### config.mk
export PLATFORM = sky130hd
export DESIGN_NAME = dma_port_dev
export DESIGN_NICKNAME = d
export VERILOG_FILES = /design/src/rtl/dpd_pkg.sv /design/src/rtl/dpd_sync.sv /design/src/rtl/dpd_hostif.sv /design/src/rtl/dpd_regs.sv /design/src/rtl/dpd_xfer.sv /design/src/rtl/dma_port_dev.sv
export SDC_FILE = /design/constraint.sdc
export NUM_CORES = 1
export LEC_CHECK = 0
export CORE_ASPECT_RATIO = 1.1
export CORE_MARGIN = 3
export CORE_UTILIZATION = 55
export CTS_BUF_LIST = sky130_fd_sc_hd__clkbuf_4 sky130_fd_sc_hd__clkbuf_8
export DETAILED_ROUTE_END_ITERATION = 7
export GPL_TIMING_DRIVEN = 0
export PLACE_DENSITY = 0.84
export SLEW_MARGIN = 25
export SYNTH_ARGS = -nofsm -noshare
export SYNTH_HDL_FRONTEND = slang
export SYNTH_SLANG_ARGS = --single-unit
export TNS_END_PERCENT = 50
### constraint.sdc
create_clock -name clk -period 2.04 [get_ports clk]
set_input_delay 0.306 -clock clk [delete_from_list [all_inputs] [get_ports clk]]
set_output_delay 0.306 -clock clk [all_outputs]
set_load 0.1 [all_outputs]
### src/rtl/dpd_pkg.sv
package dpd_pkg;

    localparam int BYTE_W = 8;

    typedef enum logic [1:0] {
        SEL_THRESH = 2'd0,
        SEL_COUNT  = 2'd1,
        SEL_STATUS = 2'd2,
        SEL_NONE   = 2'd3
    } sel_e;

    // Mode register layout, LSB last
    typedef struct packed {
        logic [3:0] spare;
        sel_e       sel;
        logic       cap_en;
        logic       irq_en;
    } mode_t;

    // One decoded host access, valid for a single clock
    typedef struct packed {
        logic              valid;
        logic              is_mode;
        logic              wr;
        logic [BYTE_W-1:0] wdata;
    } hacc_t;

    typedef struct packed {
        logic irq;
        logic pending;
        logic overrun;
    } stat_t;

    function automatic logic [BYTE_W-1:0] stat_byte(stat_t s);
        logic [BYTE_W-1:0] b;
        b = '0;
        b[2:0] = {s.irq, s.pending, s.overrun};
        return b;
    endfunction

endpackage

### src/rtl/dpd_sync.sv
module dpd_sync #(
    parameter int                STAGES    = 2,
    parameter int                WIDTH     = 1,
    parameter logic [WIDTH-1:0]  RESET_VAL = '0
) (
    input  logic             clk,
    input  logic             rst,
    input  logic [WIDTH-1:0] d,
    output logic [WIDTH-1:0] q
);
    logic [WIDTH-1:0] stg [STAGES];

    always_ff @(posedge clk) begin
        if (rst) begin
            for (int i = 0; i < STAGES; i++) stg[i] <= RESET_VAL;
        end else begin
            stg[0] <= d;
            for (int i = 1; i < STAGES; i++) stg[i] <= stg[i-1];
        end
    end

    assign q = stg[STAGES-1];
endmodule

### src/rtl/dpd_hostif.sv
module dpd_hostif
    import dpd_pkg::*;
(
    input  logic              clk,
    input  logic              rst,
    input  logic              cs_n,
    input  logic              rw,
    input  logic              a1,
    input  logic [BYTE_W-1:0] bus_in,
    output hacc_t             acc,
    output logic              host_rd
);
    logic cs_n_q;

    always_ff @(posedge clk) begin
        if (rst) cs_n_q <= 1'b1;
        else     cs_n_q <= cs_n;
    end

    // An access is taken once, on the first clock of the select
    always_comb begin
        acc.valid   = !cs_n && cs_n_q;
        acc.is_mode = !a1;
        acc.wr      = !rw;
        acc.wdata   = bus_in;
    end

    assign host_rd = !cs_n && rw;
endmodule

### src/rtl/dpd_regs.sv
module dpd_regs
    import dpd_pkg::*;
#(
    parameter int CNT_W = 8
) (
    input  logic              clk,
    input  logic              rst,
    input  hacc_t             acc,
    input  logic              rd_a1,
    input  logic              delivered,
    input  logic              pending,
    input  logic              overrun,
    output mode_t             mode,
    output logic [BYTE_W-1:0] rdata,
    output logic              irq,
    output logic              ovr_clr
);
    mode_t            mode_q;
    logic [CNT_W-1:0] thresh_q;
    logic [CNT_W-1:0] count_q;
    logic [CNT_W-1:0] count_inc;
    logic             irq_q;
    logic             mode_touch;
    logic             sel_wr;
    logic             hit;
    logic [BYTE_W-1:0] cnt_byte;
    logic [BYTE_W-1:0] thr_byte;

    assign mode_touch = acc.valid && acc.is_mode;
    assign sel_wr     = acc.valid && !acc.is_mode && acc.wr;
    assign count_inc  = count_q + 1'b1;
    assign hit        = delivered && (thresh_q != '0) && (count_inc == thresh_q);
    assign ovr_clr    = sel_wr && (mode_q.sel == SEL_STATUS);

    always_ff @(posedge clk) begin
        if (rst) begin
            mode_q   <= '0;
            thresh_q <= '0;
            count_q  <= '0;
            irq_q    <= 1'b0;
        end else begin
            if (mode_touch && acc.wr) mode_q <= mode_t'(acc.wdata);
            if (sel_wr && mode_q.sel == SEL_THRESH) thresh_q <= acc.wdata[CNT_W-1:0];
            if (sel_wr && mode_q.sel == SEL_COUNT) count_q <= '0;
            else if (delivered) count_q <= hit ? '0 : count_inc;
            // a mode access wins over a simultaneous threshold hit
            irq_q <= mode_q.irq_en && !mode_touch && (irq_q || hit);
        end
    end

    always_comb begin
        cnt_byte = '0;
        cnt_byte[CNT_W-1:0] = count_q;
        thr_byte = '0;
        thr_byte[CNT_W-1:0] = thresh_q;
    end

    always_comb begin
        if (!rd_a1) begin
            rdata = BYTE_W'(mode_q);
        end else begin
            unique case (mode_q.sel)
                SEL_THRESH: rdata = thr_byte;
                SEL_COUNT:  rdata = cnt_byte;
                SEL_STATUS: rdata = stat_byte('{irq: irq_q, pending: pending, overrun: overrun});
                default:    rdata = '0;
            endcase
        end
    end

    assign mode = mode_q;
    assign irq  = irq_q;
endmodule

### src/rtl/dpd_xfer.sv
module dpd_xfer
    import dpd_pkg::*;
#(
    parameter int SYNC_STAGES = 2
) (
    input  logic              clk,
    input  logic              rst,
    input  logic              strobe,
    input  logic              ack_n,
    input  logic [BYTE_W-1:0] dev_data,
    input  logic              cap_en,
    input  logic              ovr_clr,
    output logic              pending,
    output logic              overrun,
    output logic              ack_act,
    output logic              delivered,
    output logic [BYTE_W-1:0] latch
);
    logic [1:0]        sync_q;
    logic              stb_s, stb_q, stb_rise;
    logic              ack_prev, taken_q;
    logic              pending_q, overrun_q;
    logic              busy, accept, release_ev;
    logic [BYTE_W-1:0] latch_q;

    dpd_sync #(.STAGES(SYNC_STAGES), .WIDTH(2), .RESET_VAL(2'b01)) u_sync (
        .clk (clk),
        .rst (rst),
        .d   ({strobe, ack_n}),
        .q   (sync_q)
    );

    assign stb_s      = sync_q[1];
    assign ack_act    = !sync_q[0];
    assign stb_rise   = stb_s && !stb_q;
    assign busy       = pending_q || ack_act;
    assign accept     = stb_rise && cap_en && !busy;
    assign release_ev = ack_prev && !ack_act;

    always_ff @(posedge clk) begin
        if (rst) begin
            stb_q     <= 1'b0;
            ack_prev  <= 1'b0;
            taken_q   <= 1'b0;
            pending_q <= 1'b0;
            overrun_q <= 1'b0;
            latch_q   <= '0;
        end else begin
            stb_q    <= stb_s;
            ack_prev <= ack_act;
            if (accept) begin
                latch_q   <= dev_data;
                pending_q <= 1'b1;
            end else if (ack_act && pending_q) begin
                pending_q <= 1'b0;
            end
            if (ack_act && pending_q) taken_q <= 1'b1;
            else if (release_ev)      taken_q <= 1'b0;
            if (stb_rise && cap_en && busy) overrun_q <= 1'b1;
            else if (ovr_clr)               overrun_q <= 1'b0;
        end
    end

    assign pending   = pending_q;
    assign overrun   = overrun_q;
    assign delivered = release_ev && taken_q;
    assign latch     = latch_q;
endmodule

### src/rtl/dma_port_dev.sv
module dma_port_dev
    import dpd_pkg::*;
#(
    parameter int CNT_W       = 8,
    parameter int SYNC_STAGES = 2
) (
    input  logic        clk,
    input  logic        rst,
    input  logic        cs_n,
    input  logic        rw,
    input  logic        a1,
    input  logic [7:0]  bus_in,
    output logic [7:0]  bus_out,
    output logic        bus_oe,
    input  logic        ack_n,
    input  logic        strobe,
    input  logic [7:0]  dev_data,
    output logic        drq_drive,
    output logic        irq_drive
);
    hacc_t             acc;
    logic              host_rd;
    mode_t             mode_q;
    logic [BYTE_W-1:0] rdata;
    logic              irq, ovr_clr;
    logic              pending, overrun, ack_act, delivered;
    logic [BYTE_W-1:0] latch;

    dpd_hostif u_host (
        .clk     (clk),
        .rst     (rst),
        .cs_n    (cs_n),
        .rw      (rw),
        .a1      (a1),
        .bus_in  (bus_in),
        .acc     (acc),
        .host_rd (host_rd)
    );

    dpd_regs #(.CNT_W(CNT_W)) u_regs (
        .clk       (clk),
        .rst       (rst),
        .acc       (acc),
        .rd_a1     (a1),
        .delivered (delivered),
        .pending   (pending),
        .overrun   (overrun),
        .mode      (mode_q),
        .rdata     (rdata),
        .irq       (irq),
        .ovr_clr   (ovr_clr)
    );

    dpd_xfer #(.SYNC_STAGES(SYNC_STAGES)) u_xfer (
        .clk       (clk),
        .rst       (rst),
        .strobe    (strobe),
        .ack_n     (ack_n),
        .dev_data  (dev_data),
        .cap_en    (mode_q.cap_en),
        .ovr_clr   (ovr_clr),
        .pending   (pending),
        .overrun   (overrun),
        .ack_act   (ack_act),
        .delivered (delivered),
        .latch     (latch)
    );

    // acknowledge has priority over a host read on the shared bus
    assign bus_oe    = ack_act || host_rd;
    assign bus_out   = ack_act ? latch : rdata;
    assign drq_drive = pending;
    assign irq_drive = irq;
endmodule

* Yosys cells after proc, flatten, opt, wreduce, memory -nomap -nowiden
Memories as Yosys holds them, arrays and structs flattened. Cells that the tools add are included.
Storage, ports and cells: register bits 39, latch bits 0, RAM bits 4, bits in read-only memories 0, input bits 23, output and inout bits 11, word-level logic and storage cells 72, memories 1
Memories:
- u_xfer.u_sync.stg | depth 2, bits a word 2, read ports 2, clocked after Yosys merged registers in 0, wr ports 2, RTL line dpd_sync.sv:11 | logic [WIDTH-1:0] stg [STAGES];
Cells by class: add/subtract/negate cells 1, multiply operators 0, div/mod/pow operators 0, order comparisons 0, equality and inequality tests 3, shift-type cells 0, muxes and demuxes 15, bitwise operators 2, reductions and logical operators 36
Operators by type and width (count):
- 8-bit 2-to-1 mux | 3
- 8-bit one-hot mux with 3 select lines | 1
- 1-bit logical AND | 20
- 1-bit 2-to-1 mux | 9
- 8-bit by 1-bit adder with 8-bit output, second input constant | 1
- 8-bit equality test | 1
- 8-bit nonzero test | 1
- 1-bit zero test | 7
- 2-bit nonzero test | 3
- 2-bit 2-to-1 mux | 2
- 1-bit logical OR | 3
- 2-bit by 1-bit equality test with 1-bit output, second input constant | 1
- 2-bit equality test, second input constant | 1
- 2-bit zero test | 1
- 1-bit bitwise OR | 2
- 2-bit OR reduction | 1

* Logic depth before layout (Yosys ltp)
depth after elaboration 7, depth in mapped cells 7, gate-level depth less buffers 7

* Modules after synthesis
From an unflattened synthesis, not the netlist that was laid out.
Second synthesis, totals: cells, all modules 266, area, all modules 2433.6 µm²
Modules (own cells, without submodules):
- dpd_regs | times used 1, cells each 177, area an instance 1481.4 µm², sequential area each 500.5 µm²
- dpd_xfer | times used 1, cells each 55, area an instance 583.1 µm², sequential area each 260.2 µm²
- dma_port_dev | times used 1, cells each 10, area an instance 137.6 µm², sequential area each 0.0 µm²
- dpd_sync | times used 1, cells each 10, area an instance 120.1 µm², sequential area each 80.1 µm²
- dpd_hostif | times used 1, cells each 14, area an instance 111.4 µm², sequential area each 20.0 µm²

* Worst setup path after synthesis
Ideal clock, no wire load.
path kind register -> output, start point memory u_xfer.u_sync.stg[1][0], in the netlist u_xfer.u_sync.stg[0][2], end point output port bus_out[0], arrival time 2.714 ns, data required time 1.734 ns, path slack -0.980 ns, stages on the path, launching flop included 4, buffers on the path 2, cells stage by stage dfxtp_1 -> buf_6 -> clkbuf_1 -> o21ai_0
RTL lines:
- start: declaration | RTL line dpd_sync.sv:11
- end: declaration | RTL line dma_port_dev.sv:13 | output logic [7:0] bus_out,

* Worst setup path after layout
start point register, netlist name u_regs.mode[2], end point output port bus_out[4]
Between the ends: word-level cells in the longest chain between the ends 4, elaborated cells on any way between the ends 6, those cells by class eq/ne (2); mux (3); reduce/logical (1)
Ends and longest elaborated chain:
- 2-bit equality test, or another cell as far along | RTL line dpd_regs.sv:62 | unique case (mode_q.sel)
- 8-bit one-hot mux with 3 select lines (*) | RTL line dpd_regs.sv:62
- 8-bit 2-to-1 mux (*) | RTL line dpd_regs.sv:59 | if (!rd_a1) begin
- 8-bit 2-to-1 mux (*) | RTL line dma_port_dev.sv:71 | assign bus_out = ack_act ? latch : rdata;
Every way passes the cells marked *; elsewhere a longest branch is shown, timed or not.

==> qor.yml <==
worst_setup_path:
  ff2ff_setup_slack_ns: 0.13
  crit_path_end_kind: "output pin"
  cp-start-kind: "flip-flop"
  r2r-start: "u_regs.cnt_byte[0]"
  r2r-end: "u_regs.cnt_byte[1]"
  critPathKind: "reg2out"
  reg2reg_depth: 7
  path_max_fanout: 6
  cp.arrival_ns: 1.71
  cp.required_ns: 1.73
final_layout:
  drive_gt1_frac: 0.200
  utilization: 0.755
  final_common_cell: "dfxtp_1"
  fin_nets: 328
  mostFrequentLayoutCells: "37 x dfxtp_1, 34 x nand2_1, 33 x nor2_1"
  postLayoutCellArea_um2: 2870
  diodes: 0
  syn_to_final_growth_pct: 27.5
timing:
  setup_viol: 0
  worst_slew_pin_slew_ns: 0.966
  relSlewSlack: 0.359
  drv_slew: 0
  finClkSkew_ns: 0.00603
  rsz0062_at_grt: "true"
  hold_viol_final: 0
  finalCritPeriodShare: 0.989
  fmax_mhz: 496
  layout_min_cycle_time_ns: 2.02
detailed_routing:
  final_antenna_net_count: 0
  first_pass_iters: 5
  vias: 2037
  routed_wl_um: 5410
  wl_per_cell_um: 15.2
  drt_iter0_markers: 134
  drcViolationCount: 0
  avgViaCountPerCell: 5.74
worst_hold_path:
  min_path_cells: 2
  min_from: "rst"
  hold_end: "u_xfer.u_sync.stg[0][3]"
  min_path_type: "in2reg"
synth:
  ys_warn_count: 0
  synth_top_area_share: 0.383
  ys_ff_latch: 43
  syn-cell-area_um2: 2250
  synth_fp_nets: 288
  ys_top_cells_by_area: "dfxtp_1 38%, mux2i_1 8.9%, nand2_1 5.7%, nor2_1 5.7%, a21oi_1 4.4%"
  yosysTopAreaCell: "dfxtp_1"
  synth_cell_type_count: 49
  syn-instance-count: 264
  synth_area_per_cell_um2: 8.52
  yosysSeqAreaShare: 0.383
flow_run:
  cap_viol_max_count: 0
clocking:
  hold_buffers: 0
  cts.sinks: 43
  clk_pin_slew_worst_paths_ns: 0.08
  clk_latency_ns: 0.30
  cts_root_buffer: "clkbuf_8"
  cts.path.max_buffers: 2
  cts_tree: "yes"
  cts_made_buffers: 5
  cts_max_level: 2
run_status:
  status: "completed"
place:
  port_buffers: 32
  postPlaceCellArea_um2: 2650
  hpwl_um: 3770
  globalplace.congestion: 0.879
floorplan:
  core-area_um2: 3800
  dieArea_um2: 4890
  initial_utilization: 0.592
  io_pins: 34
  die_x_um: 67.0
  die_h_um: 73.1
  rows: 23
global_route:
  grt_pass1_wl_um: 8800
  antenna_found_initial: 0
  grt_pass1_vias: 1884
  grt_max_degree: 15
  grt_use_total: 0.240
  grt_remaining_overflow: 0
pwr:
  p_clk_frac: 0.341
  swShare: 0.293
  switchingPower_w: 0.000573
  combPwrFrac: 0.201
  p_per_area_nw_per_um2: 682
  peakVddDrop_uv: 577
  internal_power_w: 0.00138
  p_leak_nw: 1.06
  power_frac_seq: 0.458
[cell usage after synthesis, drive strengths merged]
| master | number |
|---|---|
| a2111oi | 1 |
| a21oi | 20 |
| a221oi | 4 |
| a22oi | 2 |
| a31o | 1 |
| a31oi | 1 |
| and2 | 4 |
| and2b | 1 |
| and3 | 2 |
| and3b | 1 |
| and4 | 1 |
| buf | 5 |
| clkbuf | 10 |
| dfxtp | 43 |
| ha | 1 |
| inv | 8 |
| mux2 | 4 |
| mux2i | 20 |
| nand2 | 35 |
| nand2b | 1 |
| nand3 | 6 |
| nor2 | 37 |
| nor2b | 4 |
| nor3 | 6 |
| nor3b | 2 |
| nor4 | 2 |
| o2111ai | 1 |
| o211a | 1 |
| o211ai | 8 |
| o21a | 1 |
| o21ai | 6 |
| o221a | 1 |
| o22ai | 6 |
| o31ai | 2 |
| or2 | 4 |
| or2b | 1 |
| or3 | 2 |
| xnor2 | 4 |
| xor2 | 5 |
[registers in the layout, indices dropped and copies added (netlist names)]
signal and count:
u_xfer.u_sync.stg 4, u_xfer.taken_q 1, u_regs.thr_byte 8, u_xfer.pending 1
u_xfer.overrun 1, u_xfer.stb_q 1, u_regs.irq 1, u_xfer.ack_prev 1
u_xfer.latch 8, u_regs.mode 8, u_host.cs_n_q 1, u_regs.cnt_byte 8
[metrics by stage]
stage | hold WS (ns) | setup TNS (ns) | total power (W) | std cells | setup WS (ns)
2_1_floorplan | 0.389 | -2.07 | 0.00117 | 264 | -0.362
6_report | 0.222 | 0 | 0.00196 | 355 | 0.0224
4_1_cts | 0.217 | -0.00536 | 0.00195 | 354 | -0.00536
3_3_place_gp | 0.394 | -9.15 | 0.00128 | 346 | -1.16
5_1_grt | 0.220 | -0.231 | 0.00204 | 355 | -0.0542
3_5_place_dp | 0.395 | -9.97 | 0.00128 | 346 | -1.16
[critical path: stages, from the launching register on]
cell,delay [ns]
dfxtp_2,0.41
mux2_2,0.36
a221oi_1,0.33
nor2_1,0.07
buf_4,0.24
[power groups by stage]
stage / logic (W) / clock network, W / registers (W)
after floorplan: 0.000268 / 0 / 0.000906
after global placement: 0.000364 / 0 / 0.000912
after detailed placement: 0.000371 / 0 / 0.000913
after CTS: 0.000381 / 0.000678 / 0.000895
after global routing: 0.000423 / 0.000714 / 0.000900
final: 0.000394 / 0.000667 / 0.000895
[final cells by class]
type	count	area (um^2)
buffer	14	105
clock buffer	5	68.8
clock inverter	3	43.8
fill	276	931
inverter	8	30.0
multi-input combinational	199	1340
sequential	43	871
tap	50	62.6
timing repair buffer	33	348
[per-layer routing]
| layer | vias to the layer above | wire, um | track usage |
|---|---|---|---|
| li1 | 998 | - | - |
| met1 | 974 | 2410 | 0.309 |
| met2 | 58 | 2670 | 0.395 |
| met3 | 7 | 259 | 0.0524 |
| met4 | 0 | 70 | 0.0856 |
| met5 | - | 0 | 0 |
[worst max-delay path by stage]
stage | startpoint | end | slack (ns)
after floorplan | u_regs.irq | bus_out[2] | -0.36
after global placement | a1 | bus_out[3] | -1.16
after detailed placement | a1 | bus_out[3] | -1.16
after CTS | a1 | bus_out[3] | -0.005
after global routing | u_regs.mode[3] | bus_out[2] | -0.05
final | u_regs.mode[2] | bus_out[4] | 0.02
[cell families after synthesis]
| kind of cell | synth area share |
|---|---|
| AOI/OAI and AO/OA | 0.176 |
| xor gates and xnor gates | 0.0350 |
| adders and majority gates | 0.00556 |
| buffers and inverters | 0.0601 |
| DFF | 0.383 |
| muxes | 0.109 |
| and+or+nand+nor | 0.232 |
[timing repair]
action | in CTS | in global routing
pin swaps | 1 | 5
cloned | 0 | 1
setup endpoints to repair | 19 | 19
setup buffers | 1 | 0
gates resized for setup | 68 | 14
Note: power is estimated with default switching activity, not from simulation.
